[config.mk]
export PLATFORM = sky130hd
export DESIGN_NAME = banked_sync_ram
export DESIGN_NICKNAME = d
export VERILOG_FILES = /design/src/rtl/brb_pkg.sv /design/src/rtl/brb_in_reg.sv /design/src/rtl/brb_bank.sv /design/src/rtl/banked_sync_ram.sv
export SDC_FILE = /design/constraint.sdc
export NUM_CORES = 2
export LEC_CHECK = 0
export BUFFER_PORTS_ARGS = -buffer_cell sky130_fd_sc_hd__buf_2
export CAP_MARGIN = 0
export CORE_MARGIN = 1.5
export CORE_UTILIZATION = 39
export DETAILED_ROUTE_END_ITERATION = 10
export PLACE_DENSITY_LB_ADDON = 0.1
export SYNTH_ARGS = -nofsm -noshare
export SYNTH_HDL_FRONTEND = slang
export SYNTH_MEMORY_MAX_BITS = 65536
export SYNTH_SLANG_ARGS = --single-unit
[constraint.sdc]
create_clock -name clk -period 4.45 [get_ports clk]
set_clock_uncertainty 0.1 [all_clocks]
set_input_delay 0 -clock clk [delete_from_list [all_inputs] [get_ports clk]]
set_output_delay 0 -clock clk [all_outputs]
set_load 0.01 [all_outputs]
[src/rtl/brb_pkg.sv]
// Shared definitions for the banked synchronous RAM wrapper.
// Assumes: nothing beyond IEEE 1800-2017 packed structs.
package brb_pkg;

    // Registered command of one bank.
    typedef struct packed {
        logic ce;   // bank selected this cycle
        logic we;   // 1 = write, 0 = read
    } bank_cmd_t;

endpackage

[src/rtl/brb_in_reg.sv]
// Input capture stage of one bank: registers the enables, address and write
// data so the array sees stable values for a whole cycle.
// Assumes: synchronous active-low reset; address and data need no reset.
module brb_in_reg
    import brb_pkg::*;
#(
    parameter int ADDR_W = 6,
    parameter int DATA_W = 9
) (
    input  logic              clk,
    input  logic              rst_n,
    input  logic              ce_in,
    input  logic              we_in,
    input  logic [ADDR_W-1:0] addr_in,
    input  logic [DATA_W-1:0] din_in,
    output bank_cmd_t         cmd_q,
    output logic [ADDR_W-1:0] addr_q,
    output logic [DATA_W-1:0] din_q
);

    // Capture the command bits; reset leaves the bank idle.
    always_ff @(posedge clk) begin
        if (!rst_n) begin
            cmd_q <= '0;
        end else begin
            cmd_q.ce <= ce_in;
            cmd_q.we <= we_in;
        end
    end

    // Capture address and write data every cycle.
    always_ff @(posedge clk) begin
        addr_q <= addr_in;
        din_q  <= din_in;
    end

endmodule

[src/rtl/brb_bank.sv]
// One storage bank: word array, steered internal data line and a gated
// output register that only loads at the end of a read cycle.
// Assumes: inputs already registered by brb_in_reg; array is not reset.
module brb_bank
    import brb_pkg::*;
#(
    parameter int ADDR_W = 6,
    parameter int DATA_W = 9
) (
    input  logic              clk,
    input  logic              rst_n,
    input  bank_cmd_t         cmd,
    input  logic [ADDR_W-1:0] addr,
    input  logic [DATA_W-1:0] din,
    output logic [DATA_W-1:0] dout_q
);

    localparam int DEPTH = 1 << ADDR_W;

    logic [DATA_W-1:0] mem [DEPTH];
    logic [DATA_W-1:0] data_line;
    logic              do_write;
    logic              do_read;

    // Decode the registered command.
    assign do_write = cmd.ce &  cmd.we;
    assign do_read  = cmd.ce & ~cmd.we;

    // Steer the internal line: write data in a write, array word otherwise.
    assign data_line = cmd.we ? din : mem[addr];

    // Store the line into the array on an enabled write.
    always_ff @(posedge clk) begin
        if (do_write) begin
            mem[addr] <= data_line;
        end
    end

    // Load the output register only after a read cycle.
    always_ff @(posedge clk) begin
        if (!rst_n) begin
            dout_q <= '0;
        end else if (do_read) begin
            dout_q <= data_line;
        end
    end


    reset_state_chk: assert property (@(posedge clk) disable iff (!rst_n)
        $rose(rst_n) |-> (dout_q == '0) && !cmd.ce);


    no_read_hold_chk: assert property (@(posedge clk) disable iff (!rst_n)
        !do_read |=> $stable(dout_q));


    write_hold_chk: assert property (@(posedge clk) disable iff (!rst_n)
        (cmd.ce && cmd.we) |=> $stable(dout_q));

endmodule

[src/rtl/banked_sync_ram.sv]
// Banked synchronous RAM: NUM_BANKS independent banks, each with registered
// inputs and a registered, read-gated output. Ports are packed per bank.
// Assumes: one clock domain, synchronous active-low reset.
module banked_sync_ram
    import brb_pkg::*;
#(
    parameter int NUM_BANKS = 8,
    parameter int ADDR_W    = 6,
    parameter int DATA_W    = 9
) (
    input  logic                          clk,
    input  logic                          rst_n,
    input  logic [NUM_BANKS-1:0]          bank_ce,
    input  logic [NUM_BANKS-1:0]          bank_we,
    input  logic [NUM_BANKS*ADDR_W-1:0]   bank_addr,
    input  logic [NUM_BANKS*DATA_W-1:0]   bank_wdata,
    output logic [NUM_BANKS*DATA_W-1:0]   bank_rdata
);

    for (genvar b = 0; b < NUM_BANKS; b++) begin : g_bank
        bank_cmd_t         cmd_q;
        logic [ADDR_W-1:0] addr_q;
        logic [DATA_W-1:0] din_q;
        logic [DATA_W-1:0] dout;

        brb_in_reg #(.ADDR_W(ADDR_W), .DATA_W(DATA_W)) in_i (
            .clk     (clk),
            .rst_n   (rst_n),
            .ce_in   (bank_ce[b]),
            .we_in   (bank_we[b]),
            .addr_in (bank_addr[b*ADDR_W +: ADDR_W]),
            .din_in  (bank_wdata[b*DATA_W +: DATA_W]),
            .cmd_q   (cmd_q),
            .addr_q  (addr_q),
            .din_q   (din_q)
        );

        brb_bank #(.ADDR_W(ADDR_W), .DATA_W(DATA_W)) bank_i (
            .clk    (clk),
            .rst_n  (rst_n),
            .cmd    (cmd_q),
            .addr   (addr_q),
            .din    (din_q),
            .dout_q (dout)
        );

        assign bank_rdata[b*DATA_W +: DATA_W] = dout;


        ce_low_hold_chk: assert property (@(posedge clk) disable iff (!rst_n)
            !bank_ce[b] |=> ##1 $stable(bank_rdata[b*DATA_W +: DATA_W]));
    end

endmodule

==> results.sh <==
export IMPL_postCtsSetupRepairBufs=0
export IMPL_clkLatencyLatePin_ps=1060
export IMPL_coreArea_um2=478000
export IMPL_power_leakage_nw=74.9
export IMPL_swShare_pct=23.1
export IMPL_cp_data_arrival_time_ps=5010
export IMPL_power_frac_seq_pct=50.4
export IMPL_dr_wl_met2_mm=275
export IMPL_place_congestion=0.902
export IMPL_cp_max_fo=36
export IMPL_violations="max-capacitance violations"
export IMPL_clk_pin_slew_ps=60
export IMPL_cp_end_kind="register"
export IMPL_p_sw_mw=23.6
export IMPL_status="finished, violations left"
export IMPL_worstHoldPathCells=3
export IMPL_synth_most_common_cell="edfxtp_1"
export IMPL_dp_hpwl_mm=372
export IMPL_rows=254
export IMPL_grt_pass1_wl_mm=830
export IMPL_regToRegStartpoint="g_bank[0].in_i.addr_q[0]"
export IMPL_ys_seq_elements=4816
export IMPL_vias=109000
export IMPL_power_frac_comb_pct=7.4
export IMPL_routed_wl_mm=583
export IMPL_worstHoldStart="bank_addr[1]"
export IMPL_final_max_slew_viol_count=0
export IMPL_synthFlopType="edfxtp_1"
export IMPL_tritoncts_num_buffers=534
export IMPL_grt_usage_pct=23.6
export IMPL_peakVddDrop_v=0.000415
export IMPL_syn_to_final_growth_pct=20.5
export IMPL_drc=0
export IMPL_antenna_found_initial=15
export IMPL_root_buffer="clkbuf_16"
export IMPL_ios=210
export IMPL_timing_final_crit_share_pct=98.6
export IMPL_synthesis_nets=10700
export IMPL_vias_per_cell=5.75
export IMPL_wl_met3_mm=40.0
export IMPL_drtIter0Drc=11000
export IMPL_fmax_ghz=0.228
export IMPL_rsz0062_at_grt="false"
export IMPL_worst_pin_slew_ps=1450
export IMPL_syn_area_um2=187000
export IMPL_r2r_end="g_bank[0].bank_i.mem[51][8]"
export IMPL_start_util_pct=39.1
export IMPL_whs_endpoint="g_bank[0].in_i.addr_q[1]"
export IMPL_dieArea_um2=484000
export IMPL_path_class="reg -> reg"
export IMPL_synth_commonest_cells="edfxtp_1, nor2_1, mux2i_1"
export IMPL_ys_warn_count=0
export IMPL_worstHoldPathType="in -> reg"
export IMPL_slew_headroom_pct=0.724
export IMPL_cts_sinks=4816
export IMPL_ys_seq_area_share_pct=76.2
export IMPL_nets=12400
export IMPL_die_w_um=696
export IMPL_synth_cell_types=88
export IMPL_setup_viol=0
export IMPL_cts_tree="yes"
export IMPL_synth_top_area_share_pct=74.0
export IMPL_synthArstFlopShare_pct=0
export IMPL_io_buffers=209
export IMPL_drt_met1_wl_mm=251
export IMPL_clk_path_buf_depth=4
export IMPL_die_h_um=696
export IMPL_required_ps=5070
export IMPL_min_period_ps=4390
export IMPL_powerDensity_nw_per_um2=453
export IMPL_grt_max_degree=65
export IMPL_top_layer="met5"
export IMPL_tns_ps=0
export IMPL_power_share_clock_pct=42.2
export IMPL_syn_avg_cell_area_um2=17.7
export IMPL_grt_overflow=0
export IMPL_drtPass1Iterations=8
export IMPL_h_tree_depth=6
export IMPL_yosysTopAreaCell="edfxtp_1"
export IMPL_first_global_vias=110000
export IMPL_dp_slack_ps=-208
export IMPL_cp_start_kind="register"
export IMPL_synth_edf_count=4608
export IMPL_p_int_mw=78.5
export IMPL_reg2reg_slack_ps=60
export IMPL_synth_cells=10600
export IMPL_hold_violations=0
export IMPL_drive_above_1_share_pct=24.3
export IMPL_fin_ws_ps=62.3
export IMPL_r2r_cells=8
export IMPL_cap_violations=1
export IMPL_synth_top_cells_by_area="edfxtp_1, mux4_2, mux2i_1"
export IMPL_wire_per_inst_um=30.6
export IMPL_final_antenna_net_count=0
==> kinds of logic after synthesis <==
family | synth area share (%)
compound gates | 8.04
buf+inv | 1.89
simple gates | 4.28
flops | 76.2
mux | 9.60
==> how the worst max path moves through the flow <==
stage                                        start                     endpoint  slack [ps]  cells past startpoint
after floorplan           g_bank[2].in_i.addr_q[1]   g_bank[2].bank_i.mem[0][6]           9                     11
after global placement    g_bank[2].in_i.addr_q[1]  g_bank[2].bank_i.mem[48][4]        -200                      9
after detailed placement  g_bank[2].in_i.addr_q[1]  g_bank[2].bank_i.mem[10][4]        -210                      9
after CTS                 g_bank[2].in_i.addr_q[1]  g_bank[2].bank_i.mem[10][4]         150                      9
after global routing      g_bank[1].in_i.addr_q[2]  g_bank[1].bank_i.mem[15][5]         110                     10
final                     g_bank[0].in_i.addr_q[0]  g_bank[0].bank_i.mem[51][8]          60                      8
==> placed cells by master, fill, tap and decap left out, types with 43 or more instances in the layout <==
cell / instances
edfxtp_1: 4608
buf_4: 1104
nor2_1: 680
mux2i_1: 584
clkbuf_16: 552
dlygate4sd3_1: 395
mux2_2: 370
mux4_2: 351
a221oi_1: 328
a22oi_1: 307
nand2_1: 274
a21oi_1: 233
buf_2: 208
o21ai_0: 207
dfxtp_1: 184
o22ai_1: 174
a221o_1: 155
clkbuf_1: 124
nand3_1: 118
clkinv_1: 107
buf_12: 107
a22o_1: 98
a31oi_1: 90
inv_1: 64
clkinv_2: 63
and2_1: 62
nor2b_1: 61
and3_1: 55
a21oi_4: 47
a211oi_1: 45
nand2b_1: 43
==> critical path, stage by stage, from the launching register on <==
cell,delay (ps)
dfxtp_4,730
buf_4,370
mux4_2,560
nand2_1,100
a21oi_1,130
a2111oi_0,1260
o211a_1,360
a31oi_4,120
buf_4,290
==> cell type report <==
type	count	area [um^2]
flip-flops and latches	4816	143000
fillers	40500	253000
repair buffers	1815	15400
well taps	6400	8010
inverters	78	293
clock buffers	697	14500
multi-input cells	4969	42000
diodes	16	40.0
clock inverters	254	2390
==> metrics by stage <==
stage	utilization, %	area, um^2	cells	power, mW	hold WS (ps)
5_1_grt	47.1	225000	19000	105	45.4
3_3_place_gp	42.8	204000	17700	59.6	1.91
6_report	47.1	225000	19000	102	75.6
3_5_place_dp	42.8	204000	17700	59.7	3.56
4_1_cts	47.1	225000	19000	103	0.782
2_1_floorplan	-	187000	10600	55.9	-72.3
==> timing repair <==
action / CTS / global route
endpoints found under the setup margin: 64 / 33
endpoints found under the hold margin: 207 / 0
hold buffers: 396 / 0
cloned: 0 / 0
resized for setup: 1 / 1
pin swaps: 0 / 0
==> flip-flops by register name, summed over array words and instances (netlist names) <==
| name | flops |
|---|---|
| g_bank.bank_i.mem | 4608 |
| g_bank.bank_i.dout_q | 72 |
| g_bank.in_i.din_q | 72 |
| g_bank.in_i.addr_q | 48 |
| g_bank.in_i.cmd_q | 16 |
==> power by group through the flow <==
| stage | sequential [mW] | clock (mW) | combinational (mW) |
|---|---|---|---|
| 5_1_grt | 51.4 | 45.6 | 8.00 |
| 4_1_cts | 51.5 | 44.0 | 7.59 |
| 6_report | 51.5 | 43.0 | 7.57 |
| 3_5_place_dp | 52.4 | 0 | 7.31 |
| 2_1_floorplan | 52.4 | 0 | 3.50 |
| 3_3_place_gp | 52.4 | 0 | 7.17 |
==> layer usage <==
layer	global-route usage, %	up-vias
met2	37.9	4428
met1	33.4	57600
li1	-	46500
met4	6.62	8
met5	0	-
met3	3.70	949
Power figures use the tool's default switching activity.
